<file path="src/rtl/uart_tx_pkg.sv">
// Package: shared format encoding and decode for the serial transmitter.
// Assumes: formats never carry more than nine data bits.
package uart_tx_pkg;

    typedef enum logic [2:0] {
        FMT_D7   = 3'd0,
        FMT_D7P  = 3'd1,
        FMT_D8   = 3'd2,
        FMT_D8P  = 3'd3,
        FMT_D9   = 3'd4
    } fmt_e;

    typedef struct packed {
        logic [3:0] ndata;
        logic       par_en;
    } fmt_info_t;

    // Map the format select to data width and parity presence.
    function automatic fmt_info_t decode_fmt(input logic [2:0] sel);
        fmt_info_t r;
        case (sel)
            FMT_D7:  r = '{ndata: 4'd7, par_en: 1'b0};
            FMT_D7P: r = '{ndata: 4'd7, par_en: 1'b1};
            FMT_D8:  r = '{ndata: 4'd8, par_en: 1'b0};
            FMT_D8P: r = '{ndata: 4'd8, par_en: 1'b1};
            FMT_D9:  r = '{ndata: 4'd9, par_en: 1'b0};
            default: r = '{ndata: 4'd8, par_en: 1'b0};
        endcase
        return r;
    endfunction

endpackage

</file>
<file path="src/rtl/tx_hold_buf.sv">
// Module: holding register in front of the frame shifter.
// Accepts a word when it is empty and the caller allows it.
// Empties when the shifter takes the word.
// Assumes: take is only raised while full.
module tx_hold_buf #(
    parameter int W = 9
) (
    input  logic         clk,
    input  logic         rst_n,
    input  logic         wr_valid,
    input  logic [W-1:0] wr_data,
    input  logic         accept_ok,
    input  logic         take,
    output logic         full,
    output logic [W-1:0] data
);

    logic accept;

    // Decide whether this cycle's write is captured.
    always_comb begin
        accept = wr_valid && !full && accept_ok;
    end

    // Track occupancy and capture the word.
    always_ff @(posedge clk) begin
        if (!rst_n) begin
            full <= 1'b0;
            data <= '0;
        end else if (accept) begin
            full <= 1'b1;
            data <= wr_data;
        end else if (take) begin
            full <= 1'b0;
        end
    end

endmodule

</file>
<file path="src/rtl/tx_frame_engine.sv">
// Module: frame builder and shifter.
// On a bit tick with a word pending and the shifter free, or finishing its
// stop bit, it latches format and mode, builds the frame and drives the
// start bit. Each later tick moves one bit onto the line.
// Assumes: baud_tick is a single-cycle pulse, one per bit period.
module tx_frame_engine
    import uart_tx_pkg::*;
#(
    parameter int MAX_DATA_W = 9
) (
    input  logic                  clk,
    input  logic                  rst_n,
    input  logic                  baud_tick,
    input  logic                  pend,
    input  logic [MAX_DATA_W-1:0] word,
    input  logic [2:0]            fmt_sel,
    input  logic                  par_odd,
    input  logic                  dbl_buf,
    output logic                  txd,
    output logic                  active,
    output logic                  load_fire,
    output logic                  stop_begin,
    output logic                  dbl_q
);

    localparam int FRAME_W = MAX_DATA_W + 2;
    localparam int CNT_W   = $clog2(FRAME_W + 1);

    logic [FRAME_W-1:0] shreg;
    logic [FRAME_W-1:0] frame;
    logic [CNT_W-1:0]   left;
    logic [CNT_W-1:0]   total;
    fmt_info_t          info;
    logic               par_bit;

    // Decode the format and assemble data, parity and stop into one vector.
    always_comb begin
        info    = decode_fmt(fmt_sel);
        frame   = '1;
        par_bit = par_odd;
        for (int i = 0; i < MAX_DATA_W; i++) begin
            if (i < int'(info.ndata)) begin
                frame[i] = word[i];
                par_bit  = par_bit ^ word[i];
            end
        end
        if (info.par_en) begin
            frame[info.ndata] = par_bit;
        end
        total = CNT_W'(info.ndata) + CNT_W'(info.par_en) + CNT_W'(1);
    end

    // Load on a tick when the line is free or the stop bit is ending.
    always_comb begin
        load_fire  = baud_tick && pend && (!active || (left == '0));
        stop_begin = baud_tick && active && (left == CNT_W'(1));
    end

    // Shift bits out one per tick and end the frame after the stop bit.
    always_ff @(posedge clk) begin
        if (!rst_n) begin
            active <= 1'b0;
            left   <= '0;
            shreg  <= '1;
            txd    <= 1'b1;
            dbl_q  <= 1'b0;
        end else if (load_fire) begin
            active <= 1'b1;
            left   <= total;
            shreg  <= frame;
            txd    <= 1'b0;
            dbl_q  <= dbl_buf;
        end else if (baud_tick && active) begin
            if (left != '0) begin
                txd   <= shreg[0];
                shreg <= {1'b1, shreg[FRAME_W-1:1]};
                left  <= left - CNT_W'(1);
            end else begin
                active <= 1'b0;
                txd    <= 1'b1;
            end
        end
    end

endmodule

</file>
<file path="src/rtl/tx_irq_ctl.sv">
// Module: interrupt point selection.
// Pulses at the load in double-buffer mode, or at the stop bit of a
// single-buffer frame. The pulse lines up with the first cycle of that bit.
// Assumes: the two events never fall in the same cycle.
module tx_irq_ctl (
    input  logic clk,
    input  logic rst_n,
    input  logic load_fire,
    input  logic stop_begin,
    input  logic dbl_now,
    input  logic dbl_frame,
    output logic irq
);

    // Register the selected event as a one-cycle pulse.
    always_ff @(posedge clk) begin
        if (!rst_n) begin
            irq <= 1'b0;
        end else begin
            irq <= (load_fire && dbl_now) || (stop_begin && !dbl_frame);
        end
    end

endmodule

</file>
<file path="src/rtl/uart_dbuf_tx.sv">
// Module: top of the double-buffered serial transmitter.
// Connects the holding register, the frame engine and the interrupt select.
// Assumes: bit timing comes from baud_tick, and the register bus is external.
module uart_dbuf_tx
    import uart_tx_pkg::*;
#(
    parameter int MAX_DATA_W = 9
) (
    input  logic                  clk,
    input  logic                  rst_n,
    input  logic                  baud_tick,
    input  logic                  tx_en,
    input  logic                  wr_valid,
    input  logic [MAX_DATA_W-1:0] wr_data,
    input  logic [2:0]            fmt_sel,
    input  logic                  par_odd,
    input  logic                  dbl_buf,
    output logic                  txd,
    output logic                  busy,
    output logic                  tx_irq
);

    logic                  hold_full;
    logic [MAX_DATA_W-1:0] hold_data;
    logic                  load_fire;
    logic                  stop_begin;
    logic                  eng_active;
    logic                  eng_dbl;
    logic                  accept_ok;
    logic                  pend;

    // Single-buffer mode accepts writes only when the shifter is idle.
    always_comb begin
        accept_ok = dbl_buf || !eng_active;
        pend      = hold_full && tx_en;
        busy      = eng_active || hold_full;
    end

    tx_hold_buf #(.W(MAX_DATA_W)) u_hold (
        .clk       (clk),
        .rst_n     (rst_n),
        .wr_valid  (wr_valid),
        .wr_data   (wr_data),
        .accept_ok (accept_ok),
        .take      (load_fire),
        .full      (hold_full),
        .data      (hold_data)
    );

    tx_frame_engine #(.MAX_DATA_W(MAX_DATA_W)) u_eng (
        .clk        (clk),
        .rst_n      (rst_n),
        .baud_tick  (baud_tick),
        .pend       (pend),
        .word       (hold_data),
        .fmt_sel    (fmt_sel),
        .par_odd    (par_odd),
        .dbl_buf    (dbl_buf),
        .txd        (txd),
        .active     (eng_active),
        .load_fire  (load_fire),
        .stop_begin (stop_begin),
        .dbl_q      (eng_dbl)
    );

    tx_irq_ctl u_irq (
        .clk        (clk),
        .rst_n      (rst_n),
        .load_fire  (load_fire),
        .stop_begin (stop_begin),
        .dbl_now    (dbl_buf),
        .dbl_frame  (eng_dbl),
        .irq        (tx_irq)
    );

endmodule

</file>
<file path="config.mk">
export PLATFORM = sky130hd
export DESIGN_NAME = uart_dbuf_tx
export DESIGN_NICKNAME = d
export VERILOG_FILES = /design/src/rtl/uart_tx_pkg.sv /design/src/rtl/tx_hold_buf.sv /design/src/rtl/tx_frame_engine.sv /design/src/rtl/tx_irq_ctl.sv /design/src/rtl/uart_dbuf_tx.sv
export SDC_FILE = /design/constraint.sdc
export NUM_CORES = 1
export LEC_CHECK = 0
export CAP_MARGIN = 20
export CORE_MARGIN = 4
export CORE_UTILIZATION = 45
export CTS_BUF_LIST = sky130_fd_sc_hd__clkbuf_8
export DETAILED_ROUTE_END_ITERATION = 16
export HOLD_SLACK_MARGIN = 0.15
export PLACE_DENSITY = 0.83
export SLEW_MARGIN = 20
export SYNTH_ARGS = -nofsm -noshare
export SYNTH_HDL_FRONTEND = slang
export SYNTH_SLANG_ARGS = --single-unit
</file>
<file path="constraint.sdc">
create_clock -name clk -period 1.96 [get_ports clk]
set_input_delay 0.392 -clock clk [delete_from_list [all_inputs] [get_ports clk]]
set_output_delay 0.392 -clock clk [all_outputs]
set_load 0.02 [all_outputs]
</file>
# == Word level (Yosys, flattened, before mapping) ==
# Index checks and enable logic that the tools add are counted.
# word_totals
register_bits,29
out_inout_bits,3
word_cells,98
# classes
n_addsub,3
magnitude_cmp,11
eq_ne,5
n_mux,37
bitwise,9
n_reduce_logical,25
# ops
operator,n
$mux 11,4
$mux 1,27
$pmux 5 s4,1
$lt 3x4->1 const A,4
$mux 4,3
$bwmux 11,1
$logic_and 1x1->1,10
$xor 1x1->1,9
$lt 1x4->1 const A,2
$lt 2x4->1 const A,2
$reduce_bool 2->1,3
$lt 4x5->1 const B,1
$add 4x1->4,1
$add 4x1->4 const B,1
$demux 1 s4,1
$eq 4x1->1 const B,1
$ge 4x1->1 const B,1
$logic_not 4->1,1
$logic_or 1x1->1,4
$lt 4x4->1 const A,1
$reduce_and 2->1,2
$reduce_bool 4->1,1
$sub 4x1->4 const B,1
$eq 3x1->1 const B,1
5 further kinds,7

# == Depth between registers and ports, before layout ==
# Gate-level depths: netlist of the first run.
# logic_depth
ltp_word,23
mapped_depth,8
depth_no_buf,7

# == Hierarchy ==
# Synthesis of the first run repeated with hierarchy kept, for this count alone.
# hier_totals
hier_cells,198
hier_area_um2,1675.4
# by_module_without_submodules
module,n_inst,cells_per_inst,area_each_um2,seq_area_each_um2
tx_frame_engine,1,148,1206.2,340.3
tx_hold_buf,1,43,409.1,200.2
tx_irq_ctl,1,4,41.3,20.0
uart_dbuf_tx,1,3,18.8,0.0

# == Worst setup path before layout of the first run ==
# Ideal clock, no wire load.
# synth_timing
kind,input to register
startpoint,input port fmt_sel[1]
endpoint,register u_eng.shreg[8]
arrival_time_ps,1823
t_required_ps,1882
setup_slack_ps,59
stages,7
n_path_buf,0
path_cell_list,nor2_1 > inv_1 > ha_1 > nor2b_1 > xnor3_1 > xnor3_1 > a32oi_1
# synth_via
elab_chain_cells,23
# synth_lines
element,line_no,rtl
"start, declared",uart_dbuf_tx.sv:15,"input logic [2:0] fmt_sel,"
$eq 3x3->1 (tied with other cells),uart_tx_pkg.sv:21,case (sel)
$pmux 5 s4 *,uart_tx_pkg.sv:21,
$lt 1x4->1,tx_frame_engine.sv:42,if (i < int'(info.ndata)) begin
$mux 1,tx_frame_engine.sv:42,
$xor 1x1->1,tx_frame_engine.sv:44,par_bit = par_bit ^ word[i];
$mux 1,tx_frame_engine.sv:42,
$xor 1x1->1,tx_frame_engine.sv:44,
$mux 1,tx_frame_engine.sv:42,
[... 7 more ...],-,
$mux 1,tx_frame_engine.sv:42,
$xor 1x1->1,tx_frame_engine.sv:44,
$mux 1,tx_frame_engine.sv:42,
$xor 1x1->1,tx_frame_engine.sv:44,
$mux 1,tx_frame_engine.sv:42,
$bwmux 11,tx_frame_engine.sv:48,frame[info.ndata] = par_bit;
$mux 11 *,tx_frame_engine.sv:47,if (info.par_en) begin
$mux 11 *,tx_frame_engine.sv:67,end else if (load_fire) begin
"end signal, assigned",tx_frame_engine.sv:70,shreg <= frame;
"end signal, assigned",tx_frame_engine.sv:76,"shreg <= {1'b1, shreg[FRAME_W-1:1]};"
"end, declared",tx_frame_engine.sv:29,logic [FRAME_W-1:0] shreg;
# Mark *: on every way between the ends. The rest lies on a longest branch, timed or not.
# A chain may end at the register's enable or synchronous reset.

# == Worst setup path in the final report of the first run ==
# layout_timing
startpoint,register u_eng.left[1]
endpoint,register u_eng.left[0]
# layout_via
elab_chain_cells,5
# layout_lines
element,line_no,rtl
"start, declared",tx_frame_engine.sv:31,logic [CNT_W-1:0] left;
"start signal, assigned",tx_frame_engine.sv:69,left <= total;
"start signal, assigned",tx_frame_engine.sv:77,left <= left - CNT_W'(1);
$logic_not 4->1,tx_frame_engine.sv:55,load_fire = baud_tick && pend && (!active || (left == '0));
$logic_or 1x1->1,tx_frame_engine.sv:55,
$logic_and 1x1->1,tx_frame_engine.sv:55,
$reduce_bool 2->1 (no source line),-,
$reduce_and 2->1 (no source line),-,
# Parallel ways exist; a longest one is shown, timed or not.

==> results of run 1 <==
layer usage:
metal | vias to the layer above | GRT usage
met5 | - | 0
met4 | 0 | 0.111
met3 | 16 | 0.0439
met2 | 81 | 0.307
met1 | 635 | 0.229
li1 | 655 | -
per-stage QoR:
stage | hold WS (ps) | instances | TNS (ps) | setup WS [ps] | utilization
4_1_cts | 468 | 243 | 0 | 17.9 | 0.613
5_1_grt | 496 | 244 | 0 | 3.62 | 0.621
3_3_place_gp | 435 | 239 | -885 | -430 | 0.587
6_report | 468 | 244 | 0 | 63.2 | 0.621
2_1_floorplan | 425 | 164 | 0 | 59.3 | -
3_5_place_dp | 442 | 239 | -1190 | -576 | 0.587
cell usage in the layout (no fill, tap or decap), types with 2 or more instances in the layout:
master,instances
ha_1,3
nor4b_1,2
nor2_1,19
o211ai_1,2
nand3_1,13
a32oi_1,2
a211o_1,2
o22ai_1,2
and3_1,2
a21oi_2,2
xnor3_1,2
inv_1,4
mux2i_1,10
dfxtp_1,27
a21oi_1,13
clkbuf_8,3
nand2_1,15
nor2b_1,2
dlygate4sd2_1,2
or3_1,2
xnor2_1,3
buf_4,20
nor3_1,2
o21ai_0,4
clkdlybuf4s50_1,19
registers in the layout, indices dropped and copies added (netlist names):
signal / cells
u_eng.dbl_q: 1
u_irq.irq: 1
u_eng.shreg: 10
u_hold.full: 1
u_hold.data: 9
u_eng.active: 1
u_eng.left: 4
u_eng.txd: 1
area by class of cell:
type	count	area, µm²
clock buffers	3	41.3
well taps	44	55.1
repair buffers	41	358
multi-input cells	123	836
inverters	4	15.0
clock inverters	1	30.0
fillers	284	1160
flip-flops and latches	28	562
report_power, final:
part           total (mW)  switching (mW)  internal [mW]
clock network       0.454           0.181          0.274
logic               0.290           0.129          0.161
registers           0.620          0.0237          0.597
path summary, 6_finish.rpt:
kind,startpoint,endpoint
setup / recovery,u_eng.left[1],u_eng.left[0]
hold / removal,u_eng.shreg[2],u_eng.shreg[1]
setup reg to reg,u_eng.left[1],u_eng.left[0]
hold reg to reg,u_eng.shreg[2],u_eng.shreg[1]
worst register-to-register path: stages, from the launching register on:
cell and delay, ps:
dfxtp_1 330, inv_1 80, ha_2 220, or3b_4 420, a21o_4 260, o32a_1 380
a21oi_2 140
what timing repair did:
action | 4_1_cts | 5_1_grt
pin swaps | 3 | 0
resized for setup | 4 | 5
setup buffers | 0 | 1
gates cloned | 0 | 0
setup endpoints to repair | 2 | 5
cell families (layout without fill, tap and decap cells):
group           Yosys count  in the layout  share of synthesized area
compound gates           34             34                      0.156
xor+xnor                  7              7                     0.0623
fa+ha+maj                 4              4                     0.0351
buf+inv                  13             49                     0.0421
flops                    28             28                      0.393
mux                      11             11                     0.0781
simple gates             67             67                      0.233
==> results.ini, run 1 <==
[worst_setup_path]
cp-end-kind=register
required_ps=2180
reg2reg_depth=6
crit_family=compound AO/OA/AOI/OAI gates
path_depth=6
cp.arrival_ps=2120
worstSetupPathType=reg -> reg
cp-start-kind=register
crit_path_cell_trace=inv_1 -> ha_2 -> or3b_4 -> a21o_4 -> o32a_1 -> a21oi_2
critPathMaxFanout=6
r2r_slack_ps=60
critPathMaxStageDelay_ps=420
crit_path_top_delay_cell=or3b_4
cp_num_buf_inv=1

[yosys]
synth_nets=187
ys_seq_area_frac=0.393
synth_area_per_cell_um2=8.69
syn_area_um2=1430
synth_most_common_cell=dfxtp_1
synthDistinctLibCells=41
synth_edf_count=0
netlist_top_cells_count=dfxtp_1 (28), nor2_1 (20), nand2_1 (15)
netlist_instances=164
yosysWarnings=0
ys_ff_latch=28
synth_ff_type=dfxtp_1
synth.area.top_cells=dfxtp_1 (39%), mux2i_1 (7.0%), nor2_1 (5.3%)
synthArstFlopShare=0
yosys.area.top_type=dfxtp_1
yosys.area.top_type_share=0.393

[sta]
tightest_slew_ps=463
clock_skew_ps=1.14
rsz0062_at_grt=no
finalHoldViolCount=0
finalSetupViolations=0
slew_headroom=0.689
period_share=0.968
slew_viol_final=0
fmax_ghz=0.527
layout_min_cycle_time_ps=1900

[worst_hold_path]
hold_depth=2
hold_class=reg -> reg

[layout]
antennaDiodeCount=0
synthToLayoutAreaGrowth_pct=33.1
drive_gt1_frac=0.185
fin_nets=224
final_area_um2=1900

[pwr]
powerDensity_nw_per_um2=719
total_power_mw=1.36
irDropWorstVdd_uv=434
p_leak_nw=0.776

[floorplanning]
die_w_um=64.3
initial_core_util=0.467
coreArea_um2=3050
die_h_um=64.3
pin_count=22
num_rows=20
fp.dieArea_um2=4130

[routing]
drc=0
drt_iter0_markers=77
dr.pass1.iters=4
dr_wl_met3_um=297
dr_wl_met2_mm=1.86
met1_length_mm=1.53
wire_per_inst_um=15.6
vias=1387
routed_wl_mm=3.81
highest_layer=met4
ant_nets=0
via_per_inst=5.68

[clocking]
clockBufferDepth=2
cts_hold_buf=0
cts_buffers=3
cts_sinks=28
h-tree-depth=1
root_buffer=clkbuf_8
clock_latency_ps=270
clkTransAtPathRegs_ps=90
cts_tree=done

[global_routing]
grt_pass1_vias=1363
grtUsageTotal=0.190
grt_max_degree=21
grt-ovfl-total=0
antenna_found_initial=0
grt_pass1_wl_mm=6.26

[job]
drv_cap=0

[placed_design]
place_hpwl_mm=2.76
postPlaceCellArea_um2=1790
portBuffers=21
gp_congestion=0.853

[run_status]
status=finished, final reports clean

Power figures use the tool's default switching activity.
==> run 2, diff against run 1 <==
- CELL_PAD_IN_SITES_DETAIL_PLACEMENT: default -> 1
- CELL_PAD_IN_SITES_GLOBAL_PLACEMENT: default -> 2
- CORE_UTILIZATION: 45 -> 30
- PLACE_DENSITY: 0.83 -> 0.89
==> run 2 against run 1 <==
Sequential power about the same. Register-to-register slack improved by 90 ps. Clock skew is essentially flat. Via count decreased by 1.9%. Count of clock-buffer cells in the layout unchanged.
==> results.ini, run 2 (synthesis gave the netlist of run 1 again) <==
[run_status]
status=finished, final reports clean

[layout]
layout_commonest_cell=dfxtp_1
fin_util=0.432
fin_nets=226
top_register=u_eng.shreg
drive_gt1_frac=0.178
reg.largest.list=u_eng.shreg (10), u_hold.data (9), u_eng.left (4)
largest_reg_flops=10
antennaDiodeCount=0
mostFrequentLayoutCells=dfxtp_1 (27), buf_4 (21), nor2_1 (19), clkdlybuf4s50_1 (19), nand2_1 (15)
synthToLayoutAreaGrowth_pct=35.6

[sta]
finalSetupViolations=0
rsz0062_at_grt=no
slew_headroom=0.722
postLayoutSetupSlackWorst_ps=69.1
period_share=0.965
finalHoldViolCount=0
fmax_ghz=0.529
tightest_slew_ps=411
fin_setup_tns_ps=0
clock_skew_ps=1.23
timing.hold.ws_ps=469
slew_viol_final=0
layout_min_cycle_time_ps=1890

[clocking]
root_buffer=clkbuf_8
clkTransAtPathRegs_ps=100
clock_latency_ps=280
cts_tree=done
cts_sinks=28
h-tree-depth=1
cts_buffers=3
clockBufferDepth=2

[global_routing]
grt_max_degree=17
grtUsageTotal=0.141
grt_pass1_vias=1479
grt-ovfl-total=0
grt_pass1_wl_mm=6.89
antenna_found_initial=0

[placed_design]
portBuffers=21
place_hpwl_mm=3.02
gp_congestion=0.802
post-place-ws_ps=-584

[pwr]
seqPwrFrac=0.454
pwr-share-clk=0.342
p_leak_nw=0.807
irDropWorstVdd_uv=250
p_sw_frac=0.248
total_power_mw=1.37
combPwrFrac=0.204
switching_power_mw=0.339
p_int_mw=1.03
powerDensity_nw_per_um2=709

[floorplanning]
coreArea_um2=4470
pin_count=22
num_rows=24
die_h_um=76.9
fp.dieArea_um2=5920
initial_core_util=0.319
die_w_um=76.9

[worst_setup_path]
cp.arrival_ps=1500
cp-start-kind=register
critPathMaxFanout=9
required_ps=1570
cp-end-kind=output port
worstSetupPathType=reg -> out

[routing]
via_per_inst=5.35
routed_wl_mm=3.99
ant_nets=0
drt_iter0_markers=52
drc=0
dr.pass1.iters=4
wire_per_inst_um=15.7
vias=1360

[worst_hold_path]
hold_class=reg -> reg

[job]
drv_cap=0

run 2: critical path: stages (launching register included):
cell and delay (ps):
dfxtp_2 380, or2_2 300, clkdlybuf4s50_1 540
run 2: metal layers:
| metal | vias up | wire length, µm | track usage |
|---|---|---|---|
| li1 | 662 | - | - |
| met4 | 0 | 86 | 0.0598 |
| met3 | 10 | 176 | 0.0211 |
| met1 | 651 | 1800 | 0.173 |
| met2 | 37 | 1920 | 0.243 |
| met5 | - | 0 | 0 |
run 2: through the flow:
step / instance area, µm² / std cells
finish: 1930 / 254
global route: 1930 / 254
CTS: 1910 / 254
detailed placement: 1820 / 248
global placement: 1820 / 248
floorplan: 1430 / 164
run 2: final timing paths:
kind / startpoint / end / slack (ps) / cells after the start
worst max-delay path: u_eng.active / busy / 70 / 2
worst min-delay path: u_eng.dbl_q / u_eng.dbl_q / 470 / 2
worst max register to register: u_eng.left[0] / u_eng.shreg[1] / 150 / 8
worst min register to register: u_eng.dbl_q / u_eng.dbl_q / 470 / 2
run 2: layout make-up:
| class | count | area, µm² |
|---|---|---|
| inverters | 4 | 15.0 |
| clock inverters | 1 | 30.0 |
| well taps | 52 | 65.1 |
| flip-flops and latches | 28 | 562 |
| repair buffers | 43 | 393 |
| fillers | 526 | 2540 |
| multi-input cells | 123 | 827 |
| clock buffers | 3 | 41.3 |
run 2: timing repair:
| item | in CTS | in global routing |
|---|---|---|
| hold buffers | 0 | 0 |
| endpoints found under the setup margin | 2 | 5 |
| buffers inserted | 2 | 0 |
| resized for setup | 1 | 8 |
| pin swaps | 4 | 1 |
| endpoints found under the hold margin | 0 | 0 |
run 2: power by group through the flow:
stage | logic, mW | clock network [mW] | registers (mW)
after detailed placement | 0.266 | 0 | 0.634
after global routing | 0.307 | 0.501 | 0.627
final | 0.280 | 0.468 | 0.622
after CTS | 0.279 | 0.476 | 0.622
after global placement | 0.254 | 0 | 0.632
after floorplan | 0.154 | 0 | 0.627
==> run 3, diff against run 2 <==
--- a/constraint.sdc
+++ b/constraint.sdc
@@ -3,2 +3,2 @@
 set_output_delay 0.392 -clock clk [all_outputs]
-set_load 0.02 [all_outputs]
+set_load 0.1 [all_outputs]
==> run 3 against run 2 <==
Power is 1.5% higher. Largest power group unchanged. First-iteration DRC count is 40% higher. Final cell count is 0.39% lower. Clock skew is 7.0 ps higher. Critical path depth is 3 higher. Utilization is 0.20 points lower. Wire length is 1.0% lower. Fmax is 2.1% higher. Critical endpoint is now u_eng.shreg[8]. Via count is 0.74% lower. Final area is 0.45% lower. Highest routed layer unchanged. Non-clock buffer count is 1 lower. Count of clock-buffer cells in the layout stayed put.
==> results.ini, run 3 (synthesis gave the netlist of run 1 again) <==
[worst_hold_path]
hold_depth=2
holdPathEnd=u_eng.shreg[2]
min-delay-start=u_eng.shreg[3]
hold_class=reg -> reg

[worst_setup_path]
worstSetupPathType=in -> reg
critPathMaxFanout=4
reg2reg_depth=6
startpoint=fmt_sel[0]
timing.rr.end=u_eng.left[0]
required_ps=2120
r2r-start=u_eng.left[0]
cp.arrival_ps=2010
cp-end-kind=register
r2r_slack_ps=110
cp-start-kind=input pin

[layout]
synthToLayoutAreaGrowth_pct=35.0
drive_gt1_frac=0.189
top_register=u_eng.shreg
largest_reg_flops=10
mostFrequentLayoutCells=dfxtp_1 (28), buf_4 (22), nor2_1 (19), clkdlybuf4s50_1 (16), nand2_1 (15)
layout_commonest_cell=dfxtp_1
reg.largest.list=u_eng.shreg (10), u_hold.data (9), u_eng.left (4)
antennaDiodeCount=0
fin_nets=225

[sta]
period_share=0.945
rsz0062_at_grt=no
slew_headroom=0.767
fin_setup_tns_ps=0
tightest_slew_ps=345
fmax_ghz=0.540
finalHoldViolCount=0
layout_min_cycle_time_ps=1850
timing.hold.ws_ps=466
postLayoutSetupSlackWorst_ps=108
slew_viol_final=0
clock_skew_ps=8.20
finalSetupViolations=0

[routing]
wire_per_inst_um=15.6
drt_iter0_markers=73
dr.pass1.iters=4
via_per_inst=5.34
ant_nets=0
vias=1350
routed_wl_mm=3.95
drc=0

[placed_design]
gp_congestion=0.800
place_hpwl_mm=3.04
portBuffers=21
post-place-ws_ps=-545

[global_routing]
grt_pass1_vias=1449
antenna_found_initial=0
grtUsageTotal=0.140
grt_max_degree=17
grt-ovfl-total=0
grt_pass1_wl_mm=6.72

[floorplanning]
num_rows=24
die_h_um=76.9
initial_core_util=0.319
fp.dieArea_um2=5920
coreArea_um2=4470
pin_count=22
die_w_um=76.9

[clocking]
root_buffer=clkbuf_8
cts_hold_buf=0
clockBufferDepth=2
cts_buffers=3
h-tree-depth=1
clock_latency_ps=280
cts_sinks=28
cts_tree=done
clkTransAtPathRegs_ps=100

[run_status]
status=finished, final reports clean

[pwr]
irDropWorstVdd_uv=391
powerDensity_nw_per_um2=723
p_leak_nw=0.808

[job]
drv_cap=0

-- run 3: changes by cell type in the layout (fill, tap and decap cells not counted), sizes merged --
cell,previous run,this run
buf,22,24
clkdlybuf4s50,19,16
-- run 3: timing repair --
| action | 4_1_cts | 5_1_grt |
|---|---|---|
| pin swaps | 3 | 2 |
| buffers inserted | 1 | 0 |
| setup endpoints to repair | 2 | 4 |
| resized for setup | 1 | 5 |
| hold endpoints to repair | 0 | 0 |
-- run 3: worst max-delay path, cell delays in order --
cell and delay, ps:
clkdlybuf4s50_1 470, or4b_2 680, a211o_1 310, o221ai_1 90
a32oi_1 80
-- run 3: worst max path at each step --
stage	cells past startpoint	slack (ps)	endpoint
2_1_floorplan	7	60	u_eng.shreg[8]
3_3_place_gp	8	-430	u_eng.shreg[8]
3_5_place_dp	8	-550	u_eng.shreg[8]
4_1_cts	6	20	u_eng.shreg[8]
5_1_grt	6	7	u_eng.shreg[7]
6_report	5	110	u_eng.shreg[8]
-- run 3: area by class of cell --
class	instances	area, µm²
sequential	28	561
inverter	4	15.0
fill	523	2550
clock inverter	1	30.0
tap	52	65.1
timing repair buffer	42	390
clock buffer	3	41.3
multi-input combinational	123	822
-- run 3: per-stage QoR --
stage / utilization / instances / area, µm² / power (mW)
after floorplan: - / 164 / 1430 / 0.802
after global placement: 0.409 / 248 / 1830 / 0.913
after detailed placement: 0.409 / 248 / 1830 / 0.928
after CTS: 0.427 / 253 / 1910 / 1.40
after global routing: 0.430 / 253 / 1920 / 1.45
final: 0.430 / 253 / 1920 / 1.39
-- run 3: where the power goes --
group	internal, mW	total [mW]	switching (mW)	leakage [nW]
clock network	0.274	0.465	0.191	0.0357
registers	0.597	0.621	0.0247	0.229
logic	0.162	0.305	0.143	0.543
total	1.03	1.39	0.358	0.808
-- run 3: metal layers --
metal | up-vias | GRT usage | share of wire | routed length (µm)
met2 | 35 | 0.243 | 0.48 | 1900
li1 | 659 | - | - | -
met3 | 8 | 0.0258 | 0.038 | 151
met5 | - | 0 | 0 | 0
met1 | 648 | 0.163 | 0.46 | 1800
met4 | 0 | 0.0743 | 0.024 | 95
